**src/rtl/vpa_pkg.sv**
```systemverilog
package vpa_pkg;

    localparam int unsigned VEC_W   = 8;
    localparam int unsigned NUM_VEC = 1 << VEC_W;
    localparam int unsigned CLS_W   = 4;
    localparam int unsigned SUB_W   = VEC_W - CLS_W;
    localparam int unsigned SVR_W   = VEC_W + 1;
    localparam int unsigned EN_BIT  = VEC_W;
    localparam int unsigned WORD_W  = 32;

    localparam logic [SVR_W-1:0] SVR_INIT = SVR_W'(9'h0FF);

    typedef logic [VEC_W-1:0]   vec_t;
    typedef logic [CLS_W-1:0]   cls_t;
    typedef logic [NUM_VEC-1:0] map_t;

    typedef struct packed {
        logic spur;
        vec_t vec;
        logic level;
    } ack_res_t;

    function automatic cls_t cls_of(input vec_t v);
        return v[VEC_W-1 -: CLS_W];
    endfunction

    function automatic map_t bit_of(input vec_t v);
        map_t m;
        m    = '0;
        m[v] = 1'b1;
        return m;
    endfunction

    function automatic vec_t calc_ppr(input vec_t tpr, input logic isr_any,
                                      input vec_t isr_top);
        cls_t ic;
        ic = isr_any ? cls_of(isr_top) : '0;
        if (cls_of(tpr) >= ic)
            return tpr;
        return {ic, {SUB_W{1'b0}}};
    endfunction

endpackage

```
**src/rtl/vpa_find_top.sv**
```systemverilog
module vpa_find_top #(
    parameter int unsigned N  = 256,
    parameter int unsigned WB = 32
) (
    input  logic [N-1:0]         vec,
    output logic                 found,
    output logic [$clog2(N)-1:0] idx
);
    localparam int unsigned NW = N / WB;
    localparam int unsigned IW = $clog2(N);
    localparam int unsigned BW = $clog2(WB);

    logic [NW-1:0]    wany;
    logic [NW*BW-1:0] wflat;

    generate
        for (genvar w = 0; w < NW; w++) begin : g_word
            logic [BW-1:0] li;
            always_comb begin
                li = '0;
                for (int b = 0; b < WB; b++)
                    if (vec[w*WB + b]) li = BW'(b);
            end
            assign wany[w]             = |vec[w*WB +: WB];
            assign wflat[w*BW +: BW]   = li;
        end
    endgenerate

    always_comb begin
        found = 1'b0;
        idx   = '0;
        for (int w = 0; w < NW; w++) begin
            if (wany[w]) begin
                found = 1'b1;
                idx   = IW'(w * WB) + IW'(wflat[w*BW +: BW]);
            end
        end
    end

endmodule

```
**src/rtl/vpa_prio_calc.sv**
```systemverilog
module vpa_prio_calc
    import vpa_pkg::*;
(
    input  map_t irr_q,
    input  map_t isr_q,
    input  vec_t tpr,
    input  logic sw_en,
    output vec_t ppr,
    output logic irq
);
    logic pend_any, run_any;
    vec_t pend_top, run_top;

    vpa_find_top #(.N(NUM_VEC), .WB(WORD_W)) u_pend (
        .vec(irr_q), .found(pend_any), .idx(pend_top));

    vpa_find_top #(.N(NUM_VEC), .WB(WORD_W)) u_run (
        .vec(isr_q), .found(run_any), .idx(run_top));

    always_comb begin
        ppr = calc_ppr(tpr, run_any, run_top);
        irq = sw_en && pend_any &&
              ((ppr == '0) || (cls_of(pend_top) > cls_of(ppr)));
    end

endmodule

```
**src/rtl/vpa_vec_state.sv**
```systemverilog
module vpa_vec_state
    import vpa_pkg::*;
(
    input  logic     clk,
    input  logic     rst,
    input  logic     clr,
    input  logic     req_valid,
    input  vec_t     req_vec,
    input  logic     req_level,
    input  logic     ack,
    input  logic     eoi,
    input  vec_t     tpr,
    input  logic     sw_en,
    output map_t     irr_q,
    output map_t     isr_q,
    output logic     take,
    output ack_res_t res
);
    map_t tmr_q;
    map_t irr_r, tmr_r, irr_a, isr_a, isr_n;
    logic pf, sf;
    vec_t pidx, sidx;

    // stage 1: request
    always_comb begin
        irr_r = irr_q;
        tmr_r = tmr_q;
        if (req_valid) begin
            irr_r = irr_q | bit_of(req_vec);
            tmr_r = req_level ? (tmr_q | bit_of(req_vec))
                              : (tmr_q & ~bit_of(req_vec));
        end
    end

    vpa_find_top #(.N(NUM_VEC), .WB(WORD_W)) u_after_req (
        .vec(irr_r), .found(pf), .idx(pidx));

    // stage 2: acknowledge
    always_comb begin
        take  = ack && sw_en && pf && !((tpr != '0) && (pidx <= tpr));
        irr_a = take ? (irr_r & ~bit_of(pidx)) : irr_r;
        isr_a = take ? (isr_q | bit_of(pidx))  : isr_q;
        res.spur  = !take;
        res.vec   = pidx;
        res.level = tmr_r[pidx];
    end

    vpa_find_top #(.N(NUM_VEC), .WB(WORD_W)) u_after_ack (
        .vec(isr_a), .found(sf), .idx(sidx));

    // stage 3: end of interrupt
    always_comb begin
        isr_n = (eoi && sf) ? (isr_a & ~bit_of(sidx)) : isr_a;
    end

    always_ff @(posedge clk) begin
        if (rst || clr) begin
            irr_q <= '0;
            isr_q <= '0;
            tmr_q <= '0;
        end else begin
            irr_q <= irr_a;
            isr_q <= isr_n;
            tmr_q <= tmr_r;
        end
    end

    a_r5_ack_moves: assert property (@(posedge clk) disable iff (rst)
        (take && !eoi && !clr) |=> (isr_q[$past(pidx)] && !irr_q[$past(pidx)]));

    a_r6_eoi_single: assert property (@(posedge clk) disable iff (rst)
        (eoi && !take && !clr && (isr_q != '0))
        |=> ($countones(isr_q) == $countones($past(isr_q)) - 1));

    a_r7_req_marks: assert property (@(posedge clk) disable iff (rst)
        (req_valid && !take && !clr)
        |=> (irr_q[$past(req_vec)] && (tmr_q[$past(req_vec)] == $past(req_level))));

endmodule

```
**src/rtl/vec_accept.sv**
```systemverilog
module vec_accept
    import vpa_pkg::*;
(
    input  logic        clk,
    input  logic        rst,
    input  logic        init_i,
    input  logic        req_valid_i,
    input  logic [7:0]  req_vector_i,
    input  logic        req_level_i,
    input  logic        ack_i,
    input  logic        eoi_i,
    input  logic        tpr_we_i,
    input  logic [7:0]  tpr_wdata_i,
    input  logic        svr_we_i,
    input  logic [31:0] svr_wdata_i,
    output logic        irq_o,
    output logic [7:0]  ppr_o,
    output logic [7:0]  ack_vector_o,
    output logic        ack_level_o
);
    vec_t             tpr_q;
    logic [SVR_W-1:0] svr_q;
    vec_t             ack_vec_q;
    logic             ack_lvl_q;

    map_t     irr_q, isr_q;
    logic     take;
    ack_res_t res;

    vpa_vec_state u_state (
        .clk       (clk),
        .rst       (rst),
        .clr       (init_i),
        .req_valid (req_valid_i),
        .req_vec   (req_vector_i),
        .req_level (req_level_i),
        .ack       (ack_i),
        .eoi       (eoi_i),
        .tpr       (tpr_q),
        .sw_en     (svr_q[EN_BIT]),
        .irr_q     (irr_q),
        .isr_q     (isr_q),
        .take      (take),
        .res       (res)
    );

    vpa_prio_calc u_prio (
        .irr_q (irr_q),
        .isr_q (isr_q),
        .tpr   (tpr_q),
        .sw_en (svr_q[EN_BIT]),
        .ppr   (ppr_o),
        .irq   (irq_o)
    );

    always_ff @(posedge clk) begin
        if (rst || init_i) begin
            tpr_q <= '0;
            svr_q <= SVR_INIT;
        end else begin
            if (tpr_we_i) tpr_q <= tpr_wdata_i;
            if (svr_we_i) svr_q <= svr_wdata_i[SVR_W-1:0];
        end
    end

    always_ff @(posedge clk) begin
        if (rst || init_i) begin
            ack_vec_q <= '0;
            ack_lvl_q <= 1'b0;
        end else if (ack_i) begin
            ack_vec_q <= res.spur ? svr_q[VEC_W-1:0] : res.vec;
            ack_lvl_q <= res.spur ? 1'b0 : res.level;
        end
    end

    assign ack_vector_o = ack_vec_q;
    assign ack_level_o  = ack_lvl_q;

    a_r3_irq_needs_enable: assert property (@(posedge clk) disable iff (rst)
        irq_o |-> svr_q[EN_BIT]);

    a_r2_ppr_floor: assert property (@(posedge clk) disable iff (rst)
        ppr_o >= tpr_q);

    a_r8_init_quiet: assert property (@(posedge clk) disable iff (rst)
        init_i |=> ((ppr_o == '0) && !irq_o && (svr_q == SVR_INIT)));

    a_r4_spurious_return: assert property (@(posedge clk) disable iff (rst)
        (ack_i && !take && !init_i) |=> (ack_vector_o == $past(svr_q[VEC_W-1:0]) && !ack_level_o));

endmodule

```
**config.mk**
```make
export PLATFORM = sky130hd
export DESIGN_NAME = vec_accept
export DESIGN_NICKNAME = d
export VERILOG_FILES = /design/src/rtl/vpa_pkg.sv /design/src/rtl/vpa_find_top.sv /design/src/rtl/vpa_prio_calc.sv /design/src/rtl/vpa_vec_state.sv /design/src/rtl/vec_accept.sv
export SDC_FILE = /design/constraint.sdc
export NUM_CORES = 2
export LEC_CHECK = 0
export ABC_AREA = 1
export CORE_MARGIN = 2
export CORE_UTILIZATION = 50
export CTS_CLUSTER_DIAMETER = 100
export DETAILED_ROUTE_END_ITERATION = 10
export PLACE_DENSITY = 0.64
export REMOVE_ABC_BUFFERS = 1
export SYNTH_ARGS = -nofsm -noshare
export SYNTH_HDL_FRONTEND = slang
export SYNTH_SLANG_ARGS = --single-unit
```
**constraint.sdc**
```tcl
create_clock -name clk -period 14.24 [get_ports clk]
set_input_delay 2.848 -clock clk [delete_from_list [all_inputs] [get_ports clk]]
set_output_delay 2.848 -clock clk [all_outputs]
set_load 0.03 [all_outputs]
```
-- After elaboration in Yosys (flattened, before gate mapping)
Index checks and enable logic that the tools add are counted.
- mux-type cells: 1076
- shifts and indexed selects: 0
- bitwise operators: 9
- div/mod/pow operators: 0
- equality and inequality tests: 0
- magnitude comparators: 9
- add/subtract/negate cells: 28
- reductions and logical operators: 47
- $mul: 0
- operators with widths (operator ; count):
    5-bit 2-to-1 mux ; 964
    256-bit 2-to-1 mux ; 6
    32-bit OR reduction ; 32
    256-bit bitwise AND ; 3
    256-bit NOT ; 3
    256-bit bitwise OR ; 3
    8-bit 2-to-1 mux ; 31
    1-bit 2-to-1 mux ; 70
    7-bit by 5-bit adder with 8-bit output, first input constant ; 8
    8-bit by 5-bit adder with 8-bit output, first input constant ; 8
    7-bit by 6-bit adder with 8-bit output, first input constant ; 4
    6-bit by 5-bit adder with 7-bit output, first input constant ; 4
    6-bit by 6-bit adder with 7-bit output, first input constant ; 4
    8-bit by 9-bit less-than comparator with 1-bit output, second input constant ; 3
    1-bit demux with 8-bit select ; 3
    8-bit by 1-bit greater-or-equal comparator with 1-bit output, second input constant ; 3
    1-bit logical AND ; 10
    1-bit binary-select mux with 8-bit select ; 1
    8-bit less-or-equal comparator ; 1
    8-bit logical NOT ; 1
    8-bit nonzero test ; 1
    4-bit greater-or-equal comparator ; 1
    4-bit greater-than comparator ; 1
    4-bit 2-to-1 mux ; 1
    other kinds (2) ; 3
- input port bits: 57
- logic and storage cells: 1176
- bits in latches: 0
- bits in registers: 794
- memories: 0
- bits in read-only memories: 0
- memory bits (writable): 0
- output and inout port bits: 18

-- Depth between registers and ports, before layout
- depth after elaboration: 97
- gate-level depth with buffers: 101
- depth with buffers taken out: 99

-- By module
Synthesis repeated with hierarchy kept, for this count alone.
- cell total of the unflattened synthesis: 9356
- area, all modules: 51295.4 um^2
- modules (own cells, without submodules) (module ; area an instance (um^2) ; instances ; seq. area each (um^2) ; cells an instance):
    vpa_vec_state ; 36053.3 ; 1 ; 15374.7 ; 5697
    vpa_find_top ; 3430.8 ; 4 ; 0.0 ; 860
    vec_accept ; 1113.6 ; 1 ; 520.5 ; 149
    vpa_prio_calc ; 405.4 ; 1 ; 0.0 ; 70

-- Worst setup path before layout
OpenSTA, ideal clock, no wires.
- kind: input to register
- from: input port req_vector_i[2]
- to: register u_state.isr_q[102]
- stages: 89
- library setup time: 0.109 ns
- arrival time: 9.148 ns
- data required time: 14.131 ns
- buffers on the path: 3
- setup slack: 4.983 ns
- cell sequence: inv_2 nand3_2 inv_2 nand2_2 buf_4 nor2_1 inv_1 nand2_1 a21oi_1 o21ai_1 nand2_1 a21boi_1 o21ai_1 a21boi_1 o21ai_1 nand2_1 nand2_1 nand2_1 [53 not listed] nand2_1 nand2_1 nand2_1 nand2_1 nand2_1 nand2_1 a21oi_1 nand2_1 nand2_1 nand2_1 nand2_2 nand2_8 nand2_4 buf_6 buf_6 nand4_1 nand2_1 inv_1
- word-level cells in the longest chain between the ends: 97
- elaborated cells on any way between the ends: 586
- classes of those cells: add/sub: 14; order compare: 7; mux: 537; bitwise: 4; reduce/logical: 24
- ends and longest elaborated chain (what ; RTL line ; source):
    start: declaration ; vec_accept.sv:8 ; input logic [7:0] req_vector_i,
    8-bit by 9-bit less-than comparator with 1-bit output (implied by the code) / 8-bit by 1-bit greater-or-equal comparator with 1-bit output (equally long branches) ; vpa_pkg.sv:30 ; m[v] = 1'b1;
    1-bit logical AND (implied by the code) ; vpa_pkg.sv:30 ;
    1-bit 2-to-1 mux (implied by the code) ; vpa_pkg.sv:30 ;
    1-bit demux with 8-bit select * ; -- ;
    256-bit bitwise OR * ; vpa_vec_state.sv:29 ; irr_r = irr_q | bit_of(req_vec);
    256-bit 2-to-1 mux * ; vpa_vec_state.sv:28 ; if (req_valid) begin
    1-bit 2-to-1 mux ; vpa_find_top.sv:22 ; if (vec[w*WB + b]) li = BW'(b);
    5-bit 2-to-1 mux (30 in a row) ; vpa_find_top.sv:22 ;
    [46 not listed] ; -- ;
    8-bit 2-to-1 mux (7 in a row) ; vpa_find_top.sv:33 ; if (wany[w]) begin
    8-bit by 9-bit less-than comparator with 1-bit output (implied by the code) / 8-bit by 1-bit greater-or-equal comparator with 1-bit output (equally long branches) ; vpa_pkg.sv:30 ;
    1-bit logical AND (implied by the code) ; vpa_pkg.sv:30 ;
    1-bit 2-to-1 mux (implied by the code) ; vpa_pkg.sv:30 ;
    1-bit demux with 8-bit select ; -- ;
    256-bit NOT ; vpa_vec_state.sv:53 ; isr_n = (eoi && sf) ? (isr_a & ~bit_of(sidx)) : isr_a;
    256-bit bitwise AND ; vpa_vec_state.sv:53 ;
    256-bit 2-to-1 mux * ; vpa_vec_state.sv:53 ;
    end signal: assignment ; vpa_vec_state.sv:63 ; isr_q <= isr_n;
    end: declaration ; vpa_vec_state.sv:15 ; output map_t isr_q,
Every way passes the cells marked *; elsewhere a longest branch is shown, timed or not.
A chain may end at the register's enable or synchronous reset.

-- Worst setup path in the final report
- from: input port req_vector_i[0]
- to: register u_state.isr_q[51]
The elaborated chain is that of the path after synthesis.

==> summary.md <==
| Metric | Value |
|---|---|
| First drt pass iteration count | `8` |
| Fill cells | `8258` |
| Vias in the first global route | `between 40000 and 50000` |
| CTS Hold Bufs | `0` |
| Reg power frac | `0.396` |
| Most common cell after layout, fill and taps aside | `nor2_1` |
| CTS tree | `yes` |
| Clk root buf | `clkbuf_16` |
| Async SR Flop Fraction | `0` |
| First-pass GRT wire length | `around 260000 um` |
| Register bit count reported by yosys | `approximately 790` |
| Via/cell ratio | `5.75` |
| Setup Buffers After CTS | `0` |
| Max-capacitance violation count | `0` |
| Sequential cell area | `0.0159 sq mm` |
| Final hold violations | `0` |
| Worst min-delay path class | `reg -> reg` |
| Initial antenna violation count | `2` |
| Most frequent cells in the layout | `nor2_1 (1682), nand2_1 (1577), dfxtp_1 (794)` |
| WL/cell | `23.1 um` |
| Max incr delay on CP | `0.73 ns` |
| Clock period minus worst slack | `13.65 ns` |
| Gate power share | `0.168` |
| Initial Util | `0.507` |
| Maximum clock path buffer count | `3` |
| Max_slew headroom | `0.0713` |
| Yosys cell types | `67` |
| Largest net degree at the start of global routing | `155` |
| Syn Inst Count | `about 6600` |
| DR DRC count | `0` |
| Clock transition at the registers of the reported paths | `about 0.06 ns` |
| # IOs | `75` |
| WS Path Type | `in -> reg` |
| Multi-input gate area | `0.0218 sq mm` |
| F_max | `73.3 MHz` |
| Pleak | `22.2 nW` |
| Number of flops mapped to enable cells by yosys | `0` |
| Top FF cell, synth | `dfxtp_1` |
| Core area | `between 0.08 and 0.09 sq mm` |
| Total negative setup slack | `0 ns` |
| Routed Antenna Nets | `0` |
| Die height | `around 290 um` |
| Die Wd | `293 um` |
| Hpwl dp | `128000 um` |
| Outcome | `complete, no violations` |
| Worst Max-Slew Pin Slew | `1.39 ns` |
| R2R depth | `50` |
| Yosys warnings | `0` |
| Crit path required time | `14.80 ns` |
| Post-synthesis sequential area ratio | `0.381` |
| Setup-failing EPs final | `0` |
| Total grt overflow | `0` |
| Net switching power figure | `~0.0017 W` |
| GRT Total Usage | `0.413` |
| Crit share post-route | `0.959` |
| Clk network pwr share | `0.436` |
| H-Tree Level Count | `3` |
| Share of layout cells above drive strength 1 | `0.0811` |
| Die area | `0.0858 sq mm` |
| Worst Path Arrival | `between 10 and 15 ns` |
| RSZ-0062 raised after global routing | `no` |
| Worst Skew | `0.0270 ns` |
| Net count, final | `6771` |
| Latest clock arrival within the worst-skew pair | `0.67 ns` |
| Drt initial violations | `6273` |
| Hold Slack | `around 0.47 ns` |
| Startpoint types | `primary input` |
| Critical Path End Type | `flip-flop` |
| Cell area after synthesis | `0.0418 sq mm` |
| Port Buffer Count | `51` |
| CTS resizes | `0` |
| P&R area growth vs syn | `12.7%` |
| Mean Syn Cell Area | `6.30 sq um` |
| CP max-delay cell | `nand2_1` |
| WHS Path Cells | `2` |
| Layout Utilization | `0.571` |
| Row cnt | `105` |
| Most used cell, CP | `nand2_1` |
| Pwr Density | `120 mW/mm^2` |
| Crit path max fanout | `10` |
| Sw frac | `0.308` |
| Clk sinks | `794` |
| Maximum VDD drop | `between 100 and 150 uV` |
| Max-slew violation count | `0` |
| Final wirelength | `181000 um` |
| Pint | `0.00390 W` |
| Gpl congestion | `1.05` |
| TritonCTS Buffers | `91` |
| Via count | `45100` |
| Tot Pwr | `roughly 0.0056 W` |
-- cells by family (layout without fill, tap and decap cells) --
kind of cell / count (synthesis) / in the layout / synth area share
buffers and inverters: 1023 / 1162 / 0.0980
adder cells (fa/ha/maj): 16 / 16 / 0.00479
flip-flops: 794 / 794 / 0.381
other: 0 / 4 / 0
AND/OR/NAND/NOR: 4069 / 4069 / 0.413
AO/OA/AOI/OAI: 727 / 727 / 0.103
-- flip-flops by register name (all words and copies together), names as in the netlist --
register       flops
tpr_q              8
ack_vector_o       8
ack_level_o        1
u_state.tmr_q    256
u_state.isr_q    256
svr_q              9
u_state.irr_q    256
-- per-stage QoR --
stage | cells | instance area (sq um) | setup WS (ns)
floorplan | 6388 | 40600 | -8.83
global placement | 7675 | 44000 | 0.690
detailed placement | 7675 | 44000 | 0.651
CTS | 7838 | 47000 | 1.27
global route | 7838 | 47000 | 0.500
finish | 7842 | 47000 | 0.589
-- metal layers --
metal	vias up	part of all wire	GRT usage
met5	-	0	0
met4	0	0.081	0.275
met3	665	0.12	0.0876
met2	2658	0.41	0.609
met1	20400	0.39	0.543
li1	21400	-	-
-- cells in the mapped netlist (39+ instances only) --
| cell type | n | area share |
|---|---|---|
| nand3_1 | 137 | 0.016 |
| nor2_2 | 39 | 0.0058 |
| buf_2 | 44 | 0.0053 |
| nor2_1 | 1684 | 0.15 |
| o21ai_1 | 41 | 0.0049 |
| a22oi_1 | 96 | 0.017 |
| nand2_1 | 1577 | 0.14 |
| a21oi_1 | 152 | 0.018 |
| clkbuf_1 | 137 | 0.012 |
| dfxtp_1 | 794 | 0.38 |
| nand4_1 | 170 | 0.025 |
| nor3_1 | 212 | 0.025 |
| o21ai_0 | 303 | 0.036 |
| inv_1 | 657 | 0.059 |
| inv_2 | 116 | 0.010 |
| nor4_1 | 138 | 0.021 |
-- critical path: cells and delay by family --
family / cells / cell delay [ns]
AO/OA/AOI/OAI: 14 / 3.50
AND/OR/NAND/NOR: 29 / 5.97
adder cells (fa/ha/maj): 1 / 0.33
buffers and inverters: 8 / 1.49
-- layout make-up --
class | instances | area share
Clock buffer | 139 | 0.0578
Tap cell | 1070 | 0.0285
Sequential cell | 794 | 0.338
Clock inverter | 24 | 0.00763
Multi-Input combinational cell | 4812 | 0.463
Timing Repair Buffer | 217 | 0.0421
Antenna cell | 4 | 0.000213
Inverter | 782 | 0.0629
-- power by group through the flow --
stage                     registers, W  clock network [W]  logic, W
after floorplan                0.00228                  0  0.000414
after global placement         0.00228                  0  0.000896
after detailed placement       0.00228                  0  0.000897
after CTS                      0.00223            0.00246  0.000898
after global routing           0.00223            0.00256  0.000951
final                          0.00223            0.00245  0.000948
-- path summary, 6_finish.rpt --
check	start	to	slack (ns)
max	req_vector_i[0]	u_state.isr_q[51]$_SDFF_PP0_	0.59
min	ack_level_o$_SDFFE_PP0P_	ack_level_o$_SDFFE_PP0P_	0.47
min reg2reg	ack_level_o$_SDFFE_PP0P_	ack_level_o$_SDFFE_PP0P_	0.47
max reg2reg	u_state.irr_q[85]$_SDFF_PP0_	u_state.isr_q[51]$_SDFF_PP0_	4.02
No activity file was read; power rests on OpenSTA's default activity.
